**src/rtl/rxh_pkg.sv**
```systemverilog
package rxh_pkg;
  localparam int unsigned WORD_W = 32;
  localparam int unsigned BUS_W  = 16;
  localparam int unsigned HALF_W = BUS_W / 2;

  // first half: label reversed in low byte, ext/status/parity in high byte
  function automatic logic [BUS_W-1:0] fmt_first(input logic [WORD_W-1:0] w);
    logic [BUS_W-1:0] r;
    for (int i = 0; i < HALF_W; i++) r[HALF_W-1-i] = w[i];
    r[15:11] = w[12:8];
    r[10]    = w[30];
    r[9]     = w[29];
    r[8]     = w[31];
    return r;
  endfunction

  function automatic logic [BUS_W-1:0] fmt_second(input logic [WORD_W-1:0] w);
    return w[28:13];
  endfunction
endpackage

```
**src/rtl/rxh_label_filter.sv**
```systemverilog
module rxh_label_filter
  import rxh_pkg::*;
#(
  parameter int unsigned EXT_LO = 8
) (
  input  logic [WORD_W-1:0] word_i,
  input  logic              eos_i,
  input  logic              en_i,
  input  logic [1:0]        match_i,
  output logic              cap_o
);
  logic hit;
  assign hit   = (word_i[EXT_LO +: 2] == match_i);
  assign cap_o = eos_i & (~en_i | hit);
endmodule

```
**src/rtl/rxh_hold.sv**
```systemverilog
module rxh_hold
  import rxh_pkg::*;
(
  input  logic              clk_i,
  input  logic              rst_ni,
  input  logic              cap_i,
  input  logic [WORD_W-1:0] word_i,
  input  logic              rd_en_ni,
  input  logic              sel_i,
  output logic [WORD_W-1:0] word_o,
  output logic              rdy_o
);
  logic [WORD_W-1:0] word_q;
  logic              rdy_q;
  logic [1:0]        done_q;
  logic              rd_q;
  logic              sel_q;
  logic              rise;
  logic [1:0]        done_nx;

  assign rise = rd_en_ni & ~rd_q;

  always_comb begin
    done_nx = done_q;
    if (rise) done_nx[sel_q] = 1'b1;
  end

  always_ff @(posedge clk_i or negedge rst_ni) begin
    if (!rst_ni) begin
      rd_q  <= 1'b1;
      sel_q <= 1'b0;
    end else begin
      rd_q <= rd_en_ni;
      if (!rd_en_ni) sel_q <= sel_i;
    end
  end

  always_ff @(posedge clk_i or negedge rst_ni) begin
    if (!rst_ni) begin
      word_q <= '0;
      rdy_q  <= 1'b0;
      done_q <= 2'b00;
    end else if (cap_i) begin
      word_q <= word_i;
      rdy_q  <= 1'b1;
      done_q <= 2'b00;
    end else begin
      done_q <= done_nx;
      if (&done_nx) rdy_q <= 1'b0;
    end
  end

  assign word_o = word_q;
  assign rdy_o  = rdy_q;

  p_hold_word_r4: assert property (@(posedge clk_i) disable iff (!rst_ni)
    !cap_i |=> $stable(word_q));
  p_hold_ready_r5: assert property (@(posedge clk_i) disable iff (!rst_ni)
    (rdy_q && !cap_i && !rise) |=> rdy_q);
  p_capture_r7: assert property (@(posedge clk_i) disable iff (!rst_ni)
    cap_i |=> (rdy_q && done_q == 2'b00));
  p_done_from_read_r5: assert property (@(posedge clk_i) disable iff (!rst_ni)
    (!cap_i && !rise) |=> $stable(done_q));
endmodule

```
**src/rtl/rxh_bus_fmt.sv**
```systemverilog
module rxh_bus_fmt
  import rxh_pkg::*;
(
  input  logic [WORD_W-1:0] word_i,
  input  logic              rd_en_ni,
  input  logic              sel_i,
  output logic [BUS_W-1:0]  bus_o,
  output logic              oe_o
);
  logic [BUS_W-1:0] half;
  assign half  = sel_i ? fmt_second(word_i) : fmt_first(word_i);
  assign oe_o  = ~rd_en_ni;
  assign bus_o = oe_o ? half : '0;
endmodule

```
**src/rtl/rx_word_hold.sv**
```systemverilog
module rx_word_hold
  import rxh_pkg::*;
#(
  parameter int unsigned EXT_LO = 8
) (
  input  logic              clk_i,
  input  logic              rst_ni,
  input  logic [WORD_W-1:0] word_i,
  input  logic              eos_i,
  input  logic              filt_en_i,
  input  logic [1:0]        match_i,
  input  logic              rd_en_ni,
  input  logic              half_sel_i,
  output logic [BUS_W-1:0]  bus_o,
  output logic              bus_oe_o,
  output logic              ready_no
);
  logic              cap;
  logic [WORD_W-1:0] held;
  logic              rdy;

  rxh_label_filter #(.EXT_LO(EXT_LO)) i_filter (
    .word_i (word_i),
    .eos_i  (eos_i),
    .en_i   (filt_en_i),
    .match_i(match_i),
    .cap_o  (cap)
  );

  rxh_hold i_hold (
    .clk_i   (clk_i),
    .rst_ni  (rst_ni),
    .cap_i   (cap),
    .word_i  (word_i),
    .rd_en_ni(rd_en_ni),
    .sel_i   (half_sel_i),
    .word_o  (held),
    .rdy_o   (rdy)
  );

  rxh_bus_fmt i_fmt (
    .word_i  (held),
    .rd_en_ni(rd_en_ni),
    .sel_i   (half_sel_i),
    .bus_o   (bus_o),
    .oe_o    (bus_oe_o)
  );

  assign ready_no = ~rdy;

  p_reject_r3: assert property (@(posedge clk_i) disable iff (!rst_ni)
    (eos_i && filt_en_i && word_i[EXT_LO +: 2] != match_i) |=> $stable(held));
  p_accept_r2: assert property (@(posedge clk_i) disable iff (!rst_ni)
    (eos_i && !filt_en_i) |=> (!ready_no && held == $past(word_i)));
  p_idle_bus_r10: assert property (@(posedge clk_i) disable iff (!rst_ni)
    rd_en_ni |-> (bus_o == '0 && !bus_oe_o));
endmodule

```
**config.mk**
```make
export PLATFORM = sky130hd
export DESIGN_NAME = rx_word_hold
export DESIGN_NICKNAME = d
export VERILOG_FILES = /design/src/rtl/rxh_pkg.sv /design/src/rtl/rxh_label_filter.sv /design/src/rtl/rxh_hold.sv /design/src/rtl/rxh_bus_fmt.sv /design/src/rtl/rx_word_hold.sv
export SDC_FILE = /design/constraint.sdc
export NUM_CORES = 1
export LEC_CHECK = 0
export ABC_CLOCK_PERIOD_IN_PS = 1400
export BUFFER_PORTS_ARGS = -buffer_cell sky130_fd_sc_hd__buf_2
export CAP_MARGIN = 20
export CORE_MARGIN = 4
export CORE_UTILIZATION = 44
export DETAILED_ROUTE_END_ITERATION = 12
export PLACE_DENSITY = 0.71
export SLEW_MARGIN = 20
export SYNTH_ARGS = -nofsm -noshare
export SYNTH_HDL_FRONTEND = slang
export SYNTH_HIERARCHICAL = 1
export SYNTH_SLANG_ARGS = --single-unit
```
**constraint.sdc**
```tcl
create_clock -name clk_i -period 1.4 [get_ports clk_i]
set_input_delay 0 -clock clk_i [delete_from_list [all_inputs] [get_ports clk_i]]
set_output_delay 0 -clock clk_i [all_outputs]
set_load 0.01 [all_outputs]
```
==> summary.md <==
| Metric | Value |
|---|---|
| Slew HR | `63.5%` |
| Clk sink count | `37` |
| Root Buffer | `clkbuf_8` |
| # DRC | `0` |
| Initial core utilization | `46.3%` |
| Top-area cell type share of the netlist area | `52.4%` |
| MaxCap Viol Count | `0` |
| Setup bufs post-CTS | `0` |
| Finished Cell Area | `0.00243 mm²` |
| Antenna Violating Nets Remaining | `0` |
| Number of synthesized flops with an enable pin | `0` |
| Die W | `70.5 µm` |
| Most common cell in the netlist | `dfrtp_1` |
| Wirelength per Cell | `13.3 µm` |
| Via Count | `1264` |
| Chip Height | `70.5 µm` |
| H-tree depth | `2` |
| Met1 Track Usage GR | `17.0%` |
| Syn_area_per_cell | `13.7 µm²` |
| Fillers | `299` |
| GPL Wtd Cong | `0.702` |
| Sequential fraction of the synthesis area | `53.9%` |
| P per Cell Area | `1080 mW/mm²` |
| P_leak | `0.00118 µW` |
| CTS tree | `built` |
| Synth cell count leaders | `dfrtp_1, mux2_2, mux2i_1, nor2_1, buf_6` |
| Footprint of the multi-input gates | `692 µm²` |
| Worst slew pin tran | `0.548 ns` |
| GR Util All Layers | `15.7%` |
| Yosys top cell by area | `dfrtp_1` |
| Worst EP arrival | `1.24 ns` |
| Antenna violations before repair | `0` |
| CTS max path bufs | `2` |
| Synthesized area | `0.00172 mm²` |
| Ys async rst share | `100%` |
| Tcrit/Tclk final | `88.3%` |
| Final worst slack | `0.164 ns` |
| Core Box Area | `0.00372 mm²` |
| Hpwl dp | `2330 µm` |
| Met3 usage in global routing | `5.54%` |
| IO Port Bufs | `57` |
| Flops & latches, synth | `37` |
| Initial DRC count | `64` |
| RSZ-0062 raised after global routing | `false` |
| Crit path max fanout | `17` |
| Netlist cell types | `21` |
| Layout cell share with drive strength beyond 1 | `45.5%` |
| CP Class | `input pin to primary output` |
| Rows | `22` |
| Latest clock arrival within the worst-skew pair | `0.29 ns` |
| Largest net degree at the start of global routing | `36` |
| Synth top area cells | `dfrtp_1, mux2_2, mux2i_1` |
| 1st-pass router iterations | `4` |
| Critical Path End Type | `primary output` |
| Status | `complete, no violations` |
| Layout Cells excl Fill | `268` |
| Hold Path Class | `input pin to asynchronous set/reset pin` |
| Vias per std cell | `4.72` |
| Mapped Cells | `126` |
| Syn_nets | `166` |
| Final Max Slew Viols | `0` |
| Total wire length | `3570 µm` |
| CP required | `1.40 ns` |
| Area grow syn2layout | `41.5%` |
| First-pass GRT wire length | `6070 µm` |
| DP Area | `0.00201 mm²` |
| Post-synth top flop | `dfrtp_1` |
| Cts bufs inserted | `5` |
| Post-route setup TNS | `0 ns` |
| Total power | `2630 µW` |
| Number of global-route vias before repair | `1345` |
| Post-Route Skew | `0.00244 ns` |
| Die Area | `0.00497 mm²` |
| Setup violators final | `0` |
| Synth Warn # | `6` |
| Fmax | `809 MHz` |
| Final count of hold timing violations | `0` |
| Most Crowded Layer GR | `met2` |
| Nets@finish | `259` |
| Final Critical Period | `1.24 ns` |
| Antenna cells | `0` |
| GRT Residual Overflow | `0` |
| I/O Pins | `58` |
| VDD IR-drop max | `533 µV` |
| Register Area | `927 µm²` |
| CP Launch Type | `input pin` |
| M2 GR Usage | `27.1%` |
| Placed Cells | `226` |
| Reg clk slew, reported paths | `0.06 ns` |
| Dpl ws | `0.126 ns` |
cells in the final DEF (no fill, tap or decap), types with 2 or more instances in the layout:
master          n
clkbuf_8        5
dfrtp_1        36
buf_2          57
inv_1           4
dlygate4sd3_1  34
clkbuf_1        3
buf_4           2
mux2_4          2
xor2_1          2
mux2i_1        16
mux2_2         31
nor2_1         16
report_power, final:
| group | total [µW] | switching [µW] | internal (µW) |
|---|---|---|---|
| clock network | 690 | 337 | 353 |
| registers | 1340 | 89.7 | 1250 |
| logic | 608 | 242 | 366 |
stage by stage:
step	hold WS (ns)	utilization (%)
final	0.244	65.5
after floorplan	-0.296	-
after detailed placement	0.0248	54.2
after global placement	0.0151	54.2
after CTS	0.241	65.5
after global routing	0.270	65.5
per-layer routing:
layer  wire, µm  up-vias
met3        191       10
met4         97        0
met1       1460      600
met5          0        -
li1           -      618
met2       1820       36
repair_timing:
| item | in CTS | in global routing |
|---|---|---|
| gates resized for setup | 0 | 0 |
| hold buffers | 34 | 0 |
| hold endpoints to repair | 57 | 0 |
final timing paths:
kind                                                   start                       endpoint  slack, ns  cells past startpoint
min in group clk_i                                     eos_i     i_hold/done_q[0]$_DFF_PN0_       0.26                      4
worst max-delay path                                rd_en_ni                      bus_o[10]       0.16                      5
worst min register to register  i_hold/word_o[6]$_DFFE_PN0P_   i_hold/word_o[6]$_DFFE_PN0P_       0.51                      1
worst max register to register      i_hold/sel_q$_DFFE_PN0N_     i_hold/done_q[0]$_DFF_PN0_       0.38                      2
worst min-delay path                                  rst_ni  i_hold/word_o[27]$_DFFE_PN0P_       0.24                      2
max in group asynchronous                             rst_ni  i_hold/word_o[29]$_DFFE_PN0P_       0.59                      3
flip-flops by register name, indices dropped and copies added (netlist names):
name           flops
i_hold/sel_q       1
i_hold/rdy_o       1
i_hold/rd_q        1
i_hold/done_q      2
i_hold/word_o     32
cells by family (layout without fill, tap and decap cells):
group / after synthesis / in the layout / share of synthesized area, %
muxes: 49 / 49 / 31.3
buffers and inverters: 12 / 106 / 5.89
DFF: 37 / 37 / 53.9
and+or+nand+nor: 22 / 22 / 6.18
AOI/OAI and AO/OA: 4 / 4 / 1.67
xor gates and xnor gates: 2 / 2 / 1.02
area by class of cell:
class | count | area share (%)
flip-flops and latches | 37 | 38.1
multi-input cells | 77 | 28.4
repair buffers | 94 | 27.1
clock buffers | 8 | 3.29
well taps | 48 | 2.47
inverters | 4 | 0.617
worst max-delay path: stages:
cell and delay (ns):
dlygate4sd3_1 0.52, buf_2 0.30, buf_4 0.22, nor2_1 0.05, buf_2 0.14
No activity file was read; power rests on OpenSTA's default activity.
